### src/rtl/adc_rd_pkg.sv
package adc_rd_pkg;
    localparam int BYTE_W   = 8;
    localparam int NUM_XFER = 3;
    localparam logic [BYTE_W-1:0] LO_MASK = 8'hF0;

    typedef enum logic [3:0] {
        S_IDLE,
        S_PRE_LOW,
        S_SELECT,
        S_XTRA_HI,
        S_XTRA_LO,
        S_ARM,
        S_BIT_LO,
        S_BIT_HI,
        S_RELEASE
    } rd_state_e;
endpackage

### src/rtl/adc_rd_halfper.sv
module adc_rd_halfper #(
    parameter int HALF = 6
) (
    input  logic clk,
    input  logic rst,
    input  logic hold,
    output logic tick
);
    localparam int CW = (HALF > 1) ? $clog2(HALF) : 1;
    localparam logic [CW-1:0] LAST = CW'(HALF - 1);

    logic [CW-1:0] cnt_q;

    always_ff @(posedge clk) begin
        if (rst || hold) begin
            cnt_q <= '0;
        end else if (cnt_q == LAST) begin
            cnt_q <= '0;
        end else begin
            cnt_q <= cnt_q + 1'b1;
        end
    end

    assign tick = !hold && (cnt_q == LAST);

    // a half-period is never a single cycle
    assert_tick_spacing_R4: assert property (@(posedge clk) disable iff (rst)
        tick |=> !tick);
endmodule

### src/rtl/adc_rd_shift.sv
module adc_rd_shift #(
    parameter int W = 8
) (
    input  logic         clk,
    input  logic         rst,
    input  logic         clear,
    input  logic         shift_en,
    input  logic         bit_in,
    output logic [W-1:0] byte_q,
    output logic         byte_done
);
    localparam int CW = $clog2(W);
    localparam logic [CW-1:0] LAST = CW'(W - 1);

    logic [CW-1:0] cnt_q;

    always_ff @(posedge clk) begin
        if (rst || clear) begin
            cnt_q     <= '0;
            byte_q    <= '0;
            byte_done <= 1'b0;
        end else begin
            byte_done <= shift_en && (cnt_q == LAST);
            if (shift_en) begin
                byte_q <= {bit_in, byte_q[W-1:1]};
                cnt_q  <= cnt_q + 1'b1;
            end
        end
    end

    // a completed byte always follows a sampling step
    assert_byte_after_shift_R5: assert property (@(posedge clk) disable iff (rst)
        byte_done |-> $past(shift_en));
endmodule

### src/rtl/adc_aligned_reader.sv
module adc_aligned_reader
    import adc_rd_pkg::*;
#(
    parameter int CLK_DIV = 12
) (
    input  logic              clk,
    input  logic              rst,
    input  logic              start,
    input  logic              adc_din,
    output logic              adc_sel_n,
    output logic              adc_clk,
    output logic [BYTE_W-1:0] res_hi,
    output logic [BYTE_W-1:0] res_lo,
    output logic              done
);
    localparam int HALF = CLK_DIV / 2;
    localparam int XW   = $clog2(NUM_XFER + 1);
    localparam logic [XW-1:0] XFER_LO  = XW'(1);
    localparam logic [XW-1:0] XFER_HI  = XW'(2);
    localparam logic [XW-1:0] XFER_END = XW'(NUM_XFER);

    rd_state_e         state_q, state_d;
    logic              tick, hold, shift_en, byte_done;
    logic [BYTE_W-1:0] byte_val;
    logic [XW-1:0]     xfer_q;

    assign hold     = (state_q == S_IDLE) || (state_q == S_RELEASE);
    assign shift_en = (state_q == S_BIT_LO) && tick;

    adc_rd_halfper #(.HALF(HALF)) u_half (
        .clk  (clk),
        .rst  (rst),
        .hold (hold),
        .tick (tick)
    );

    adc_rd_shift #(.W(BYTE_W)) u_shift (
        .clk       (clk),
        .rst       (rst),
        .clear     (state_q == S_IDLE),
        .shift_en  (shift_en),
        .bit_in    (adc_din),
        .byte_q    (byte_val),
        .byte_done (byte_done)
    );

    always_ff @(posedge clk) begin
        if (rst) state_q <= S_IDLE;
        else     state_q <= state_d;
    end

    always_comb begin
        state_d = state_q;
        unique case (state_q)
            S_IDLE:    if (start) state_d = S_PRE_LOW;
            S_PRE_LOW: if (tick)  state_d = S_SELECT;
            S_SELECT:  if (tick)  state_d = S_XTRA_HI;
            S_XTRA_HI: if (tick)  state_d = S_XTRA_LO;
            S_XTRA_LO: if (tick)  state_d = S_ARM;
            S_ARM:     if (tick)  state_d = S_BIT_LO;
            S_BIT_LO:  if (tick)  state_d = S_BIT_HI;
            S_BIT_HI:  if (tick)  state_d = (xfer_q == XFER_END) ? S_RELEASE : S_BIT_LO;
            S_RELEASE: state_d = S_IDLE;
            default:   state_d = S_IDLE;
        endcase
    end

    always_comb begin
        adc_sel_n = 1'b0;
        adc_clk   = 1'b1;
        unique case (state_q)
            S_IDLE, S_RELEASE: adc_sel_n = 1'b1;
            S_PRE_LOW: begin
                adc_sel_n = 1'b1;
                adc_clk   = 1'b0;
            end
            S_SELECT, S_XTRA_LO, S_BIT_LO: adc_clk = 1'b0;
            default: adc_clk = 1'b1;
        endcase
    end

    always_ff @(posedge clk) begin
        if (rst) begin
            xfer_q <= '0;
            res_hi <= '0;
            res_lo <= '0;
            done   <= 1'b0;
        end else begin
            done <= (state_q == S_RELEASE);
            if (state_q == S_IDLE) begin
                xfer_q <= '0;
            end else if (byte_done) begin
                xfer_q <= xfer_q + 1'b1;
                if (xfer_q == XFER_LO) res_lo <= byte_val & LO_MASK;
                if (xfer_q == XFER_HI) res_hi <= byte_val;
            end
        end
    end

    // select only falls while the serial clock is parked low
    assert_clk_low_at_select_R2: assert property (@(posedge clk) disable iff (rst)
        $fell(adc_sel_n) |-> (!adc_clk && $past(!adc_clk)));

    // done follows a cycle in which select was already high, and lasts one cycle
    assert_done_after_release_R8: assert property (@(posedge clk) disable iff (rst)
        done |-> (adc_sel_n && $past(adc_sel_n) && !$past(done)));

    // once past the first state, nothing re-enters the parking state
    assert_start_ignored_R9: assert property (@(posedge clk) disable iff (rst)
        (state_q != S_IDLE && state_q != S_PRE_LOW) |=> (state_q != S_PRE_LOW));
endmodule

### config.mk
export PLATFORM = sky130hd
export DESIGN_NAME = adc_aligned_reader
export DESIGN_NICKNAME = d
export VERILOG_FILES = /design/src/rtl/adc_rd_pkg.sv /design/src/rtl/adc_rd_halfper.sv /design/src/rtl/adc_rd_shift.sv /design/src/rtl/adc_aligned_reader.sv
export SDC_FILE = /design/constraint.sdc
export NUM_CORES = 1
export LEC_CHECK = 0
export BUFFER_PORTS_ARGS = -buffer_cell sky130_fd_sc_hd__buf_2
export CORE_ASPECT_RATIO = 1.1
export CORE_MARGIN = 10
export CORE_UTILIZATION = 59
export CTS_CLUSTER_DIAMETER = 30
export CTS_CLUSTER_SIZE = 14
export DETAILED_ROUTE_END_ITERATION = 12
export PLACE_DENSITY = 0.82
export SLEW_MARGIN = 20
export SYNTH_ARGS = -nofsm -noshare
export SYNTH_HDL_FRONTEND = slang
export SYNTH_SLANG_ARGS = --single-unit
### constraint.sdc
create_clock -name clk -period 2.49 [get_ports clk]
set_input_delay 0.249 -clock clk [delete_from_list [all_inputs] [get_ports clk]]
set_output_delay 0.249 -clock clk [all_outputs]
set_load 0.02 [all_outputs]
==> results of run 1 <==
-- sequential cells by signal (all words and copies together), names as in the netlist --
register,cells
u_shift.byte_done,1
done,1
xfer_q,2
u_shift.cnt_q,3
u_shift.byte_q,8
res_lo,4
res_hi,8
u_half.cnt_q,3
state_q,4
-- per-layer routing --
layer | track usage | wire length [um] | vias up
met2 | 0.203 | 1470 | 31
met1 | 0.133 | 1220 | 551
met4 | 0.0570 | 43 | 0
li1 | - | - | 586
met5 | 0 | 0 | -
met3 | 0.0547 | 213 | 6
-- critical path: stages (launching register included) --
cell and delay (ps):
dfxtp_1 540, nor3_1 120, or3b_2 440, buf_2 170
-- power by group --
| part | total, uW | switching, uW | internal (uW) |
|---|---|---|---|
| registers | 550 | 4.33 | 546 |
| logic | 35.3 | 20.9 | 14.4 |
| clock network | 522 | 181 | 340 |
| total | 1110 | 207 | 901 |
-- area by class of cell --
cell class                      count  share of cell area
Tap cell                           31              0.0229
Clock buffer                        6              0.0303
Multi-Input combinational cell    114               0.448
Clock inverter                      2              0.0354
Sequential cell                    34               0.401
Inverter                            4             0.00886
Timing Repair Buffer               18              0.0531
-- through the flow --
step                      utilization  hold slack (ps)  std cells  total power, uW  cell area, um^2
after floorplan                     -              397        169              595             1550
after global placement          0.635              432        201              596             1580
after detailed placement        0.635              446        201              597             1580
after CTS                       0.679              146        209             1110             1700
after global routing            0.679              150        209             1150             1700
final                           0.679              168        209             1110             1700
-- cells in the mapped netlist (2+ instances only) --
| cell type | number |
|---|---|
| a211oi_1 | 3 |
| a21oi_1 | 12 |
| and2_1 | 2 |
| buf_2 | 2 |
| buf_4 | 4 |
| buf_6 | 2 |
| clkbuf_1 | 9 |
| dfxtp_1 | 34 |
| ha_1 | 7 |
| inv_1 | 4 |
| mux2i_1 | 12 |
| nand2_1 | 2 |
| nand2b_1 | 21 |
| nand3_1 | 12 |
| nor2_1 | 10 |
| nor4_1 | 2 |
| o21ai_0 | 12 |
| or3_1 | 2 |
| xnor2_1 | 2 |
-- cell usage in the layout, fill, tap and decap left out --
cell type	instances
dfxtp_1	34
nand2b_1	21
buf_2	18
o21ai_0	12
mux2i_1	12
a21oi_1	12
nand3_1	12
nor2_1	10
ha_1	7
clkbuf_4	5
inv_1	4
conb_1	4
a211oi_1	3
and2_1	2
or3_1	2
nand2_1	2
nor4_1	2
xnor2_1	2
bufinv_16	2
nor3_1	1
or3b_2	1
or4_4	1
and3_4	1
nand4_1	1
a2111oi_0	1
o2111a_1	1
and4bb_2	1
nand4bb_1	1
and3_2	1
o31a_1	1
clkbuf_8	1
-- path summary, 6_finish.rpt --
check	startpoint	to	slack, ps	cells after the start
worst max register to register	state_q[0]	xfer_q[1]	830	3
worst min register to register	u_half.cnt_q[0]	u_half.cnt_q[0]	470	1
worst min-delay path	adc_din	u_shift.byte_q[7]	170	3
worst max-delay path	state_q[0]	adc_clk	640	3
-- logic make-up (layout without fill, tap and decap cells) --
group	count (synthesis)	after routing	share of synthesized area
and+or+nand+nor	59	59	0.226
xor gates and xnor gates	2	2	0.0114
DFF	34	34	0.442
AOI/OAI and AO/OA	30	30	0.111
muxes	12	12	0.0780
other	1	4	0.00243
buffers and inverters	21	30	0.0723
adders and majority gates	7	7	0.0569
==> flow_metrics.py, run 1 <==
metrics = {
    "status": {
        "status": "finished clean",
    },
    "setup_path": {
        "critPathLaunchType": "flip-flop",
        "crit_path_end_kind": "primary output",
        "cp_max_fo": 12,
        "cp.arrival_ps": 1600,
        "cp.required_ps": 2240,
        "path_class": "reg -> out",
    },
    "route": {
        "final_antenna_net_count": 0,
        "wl_per_cell_um": 14.1,
        "drc": 0,
        "vias": 1174,
        "viasPerCell": 5.62,
        "finalWirelength_um": 2950,
        "drtPass1Iterations": 5,
        "drt-initial-drc-count": 41,
    },
    "sta": {
        "layout_min_cycle_time_ps": 1850,
        "slew_headroom": 0.644,
        "fin_ws_ps": 643,
        "period_share": 0.742,
        "rsz0062_at_grt": "no",
        "fmax_mhz": 542,
        "setup_viol": 0,
        "slew_viol_final": 0,
        "max_slew.worst_pin.slew_ps": 534,
        "hold_viol": 0,
        "fin_tns_setup_ps": 0,
        "fin_skew_ps": 11.6,
    },
    "floorplanning": {
        "core_area_um2": 2500,
        "start_util": 0.617,
        "die_h_um": 73.6,
        "die_x_um": 68.7,
        "dieArea_um2": 5060,
        "fp-row-count": 19,
        "io-pin-count": 23,
    },
    "cts": {
        "clock_latency_ps": 340,
        "htreeDepth": 2,
        "clk_pin_slew_ps": 110,
        "postCtsSetupBuffers": 0,
        "cts_tree": "done",
        "cts_buffers": 5,
        "cts_resized": 0,
        "cts.sinks": 34,
        "clock_path_buffers": 2,
        "ctsHoldBuffers": 0,
        "cts_root_buf": "clkbuf_4",
    },
    "synth": {
        "synth.area.top_cells": "dfxtp_1 44%, nand2b_1 8.5%, mux2i_1 7.8%",
        "synth_edf_count": 0,
        "synth.top_cell.area_share": 0.442,
        "yosysWarnings": 0,
        "seq_area_frac_synth": 0.442,
        "synth.distinct_cells": 31,
        "synth_top_cell_by_area": "dfxtp_1",
        "syn-cell-area_um2": 1540,
        "synthCells": 166,
        "synth_area_per_cell_um2": 9.28,
        "ys.flop_type": "dfxtp_1",
        "async_flop_share": 0,
        "synth-seq-cells": 34,
    },
    "placed_design": {
        "io_buffers": 18,
        "dpl.hpwl_um": 2120,
        "dpl_worst_slack_ps": 856,
        "gp_congestion": 0.748,
    },
    "grt": {
        "grt_pass1_vias": 1052,
        "grt_pass1_wl_um": 4800,
        "grt_max_degree": 28,
        "antenna_found_initial": 0,
        "overflow": 0,
        "grtUsageTotal": 0.124,
    },
    "cells_and_area": {
        "drive_above_1_share": 0.174,
        "seq_area_um2": 681,
        "syn2layout_area_growth_pct": 10.1,
        "antenna_cells": 0,
        "fin_nets": 188,
        "multi_input_area_um2": 759,
        "n_fill_cell": 198,
    },
    "min_path": {
        "hold_class": "in -> reg",
    },
    "power": {
        "p_leak_uw": 0.000643,
        "power_density_nw_per_um2": 653,
        "ir_worst_vdd_v": 0.000601,
    },
    "job": {
        "drv_cap": 0,
    },
}
Power figures use the tool's default switching activity.
==> run 2: changes to the inputs <==
ABC_AREA = 1   (was not set)
CORE_UTILIZATION = 49   (was 59)
PLACE_DENSITY = 0.73   (was 0.82)
clock period = 1.6 ns   (was 2.49 ns; I/O delays follow)
==> flow_metrics.py, run 2 <==
metrics = {
    "synth": {
        "synth_edf_count": 0,
        "synthCells": 191,
        "seq_area_frac_synth": 0.452,
        "ys.flop_type": "dfxtp_1",
        "synth-seq-cells": 34,
        "synth.top_cell.area_share": 0.452,
        "synth_top_cell_by_area": "dfxtp_1",
        "async_flop_share": 0,
        "synth_area_per_cell_um2": 7.88,
        "synthTopCellsByCount": "34 x dfxtp_1, 28 x nor2_1, 23 x inv_1, 23 x nand2_1, 19 x o21ai_0",
        "yosysMostFrequentCell": "dfxtp_1",
        "syn-cell-area_um2": 1510,
        "synth.area.top_cells": "dfxtp_1 45%, nor2_1 7.0%, o21ai_0 6.3%",
        "synth.distinct_cells": 24,
        "yosysWarnings": 0,
    },
    "route": {
        "final_antenna_net_count": 0,
        "wl_per_cell_um": 11.6,
        "vias": 1200,
        "finalWirelength_um": 2860,
        "drtPass1Iterations": 4,
        "drc": 0,
        "viasPerCell": 4.86,
        "drt-initial-drc-count": 69,
    },
    "setup_path": {
        "reg2reg_depth": 6,
        "cp.required_ps": 1440,
        "crit_slowest_cell": "dfxtp_1",
        "critPathLaunchType": "flip-flop",
        "crit_path_end_kind": "primary output",
        "path_cells": "nor2_4 > nand2_1 > o21ai_0 > buf_2",
        "r2r_slack_ps": 340,
        "cp_num_buf_inv": 1,
        "cpPeakStageDelay_ps": 390,
        "r2r_end": "u_shift.cnt_q[1]",
        "cp.arrival_ps": 1320,
        "cp_top_family": "flip-flops",
        "path_class": "reg -> out",
        "cp_max_fo": 5,
        "timing.rr.start": "u_half.cnt_q[0]",
        "cp.depth": 4,
    },
    "grt": {
        "grt_pass1_wl_um": 4910,
        "overflow": 0,
        "gr-usage-met3": 0.0465,
        "gr-max-usage-layer": "met2",
        "grtUsageMet1": 0.123,
        "grt_pass1_vias": 1111,
        "use_met2": 0.159,
        "grt_max_degree": 17,
        "grtUsageTotal": 0.106,
        "antenna_found_initial": 0,
    },
    "floorplanning": {
        "core_area_um2": 3000,
        "die_h_um": 78.1,
        "fp-row-count": 21,
        "io-pin-count": 23,
        "die_x_um": 72.8,
        "dieArea_um2": 5690,
        "start_util": 0.503,
    },
    "placed_design": {
        "placed_area_um2": 1580,
        "dpl.hpwl_um": 2030,
        "io_buffers": 18,
        "gp_congestion": 0.870,
        "dpl.cell_count": 238,
    },
    "cells_and_area": {
        "syn2layout_area_growth_pct": 12.9,
        "fin_cells": 247,
        "final_common_cell": "dfxtp_1",
        "fin_nets": 223,
        "final_area_um2": 1700,
        "reg_top3": "res_hi x8, u_shift.byte_q x8",
        "drive_above_1_share": 0.207,
        "layout_common_cells": "32 x dfxtp_1, 28 x nor2_1, 23 x inv_1, 23 x nand2_1, 19 x o21ai_0",
        "antenna_cells": 0,
    },
    "cts": {
        "ctsHoldBuffers": 0,
        "cts_root_buf": "clkbuf_4",
        "clk_pin_slew_ps": 110,
        "clock_path_buffers": 2,
        "htreeDepth": 2,
        "cts_buffers": 5,
        "cts_tree": "done",
        "cts.sinks": 34,
        "clock_latency_ps": 340,
    },
    "power": {
        "p_clk_frac": 0.309,
        "p_sw_frac": 0.356,
        "combPwrFrac": 0.304,
        "intPower_uw": 1650,
        "p_leak_uw": 0.000779,
        "ir_worst_vdd_v": 0.00122,
        "sequentialPowerShare": 0.387,
        "p_switching_uw": 912,
        "power_density_nw_per_um2": 1510,
    },
    "sta": {
        "fmax_mhz": 676,
        "layout_min_cycle_time_ps": 1480,
        "period_share": 0.925,
        "fin_skew_ps": 13.8,
        "setup_viol": 0,
        "slew_viol_final": 0,
        "hold_viol": 0,
    },
    "min_path": {
        "hold_end": "state_q[2]",
        "hold_class": "in -> reg",
        "hold_start": "rst",
        "holdPathStages": 2,
    },
    "status": {
        "status": "finished clean",
    },
    "job": {
        "drv_cap": 0,
    },
}
[run 2: changes by cell type after synthesis, sizes merged, moves of 3 or more]
cell	before	now
a211oi	3	0
a21oi	12	17
clkbuf	9	1
inv	4	26
mux2i	12	0
nand2	2	27
nand2b	21	0
nor2	10	31
o21ai	12	24
[run 2: layout make-up]
type | instances | area (um^2)
flip-flops and latches | 34 | 683
well taps | 34 | 42.5
repair buffers | 20 | 105
clock inverters | 3 | 68.8
clock buffers | 5 | 37.5
inverters | 26 | 97.6
multi-input cells | 125 | 664
fillers | 290 | 1300
[run 2: cells by family after synthesis]
| logic type | Yosys count | synth area share |
|---|---|---|
| compound gates | 41 | 0.139 |
| simple gates | 72 | 0.225 |
| buf+inv | 35 | 0.117 |
| xor+xnor | 1 | 0.00582 |
| fa+ha+maj | 7 | 0.0582 |
| flops | 34 | 0.452 |
| other cells | 1 | 0.00249 |
[run 2: power by group through the flow]
stage          registers (uW)  clock network (uW)  logic (uW)
2_1_floorplan             982                   0         615
3_3_place_gp              998                   0         732
3_5_place_dp             1000                   0         742
4_1_cts                   982                 805         755
5_1_grt                  1000                 846         881
6_report                  992                 792         780
[run 2: repair_timing]
item	in CTS	in global routing
endpoints found under the setup margin	0	2
setup buffers	0	1
resized for setup	0	3
[run 2: how the worst max path moves through the flow]
stage / start / slack, ps / to
after floorplan: state_q[3] / 350 / adc_sel_n
after global placement: u_half.cnt_q[1] / 370 / u_shift.byte_q[4]
after detailed placement: u_half.cnt_q[0] / 330 / u_shift.cnt_q[1]
after CTS: state_q[2] / 30 / adc_sel_n
after global routing: state_q[1] / -2 / adc_clk
final: state_q[2] / 120 / adc_sel_n
[run 2: per-layer routing]
metal / wire [um] / vias up
met5: 0 / -
met4: 65 / 0
met3: 188 / 8
met2: 1310 / 26
met1: 1300 / 524
li1: - / 642
[run 2: per-stage QoR]
stage / setup WS (ps) / total power (uW) / TNS [ps] / util / hold WS (ps)
6_report: 120 / 2560 / 0 / 0.567 / 22.2
5_1_grt: -1.91 / 2730 / -1.91 / 0.567 / 12.8
2_1_floorplan: 351 / 1600 / 0 / - / 229
3_3_place_gp: 373 / 1730 / 0 / 0.527 / 365
3_5_place_dp: 329 / 1740 / 0 / 0.527 / 370
4_1_cts: 33.3 / 2540 / 0 / 0.562 / 5.53
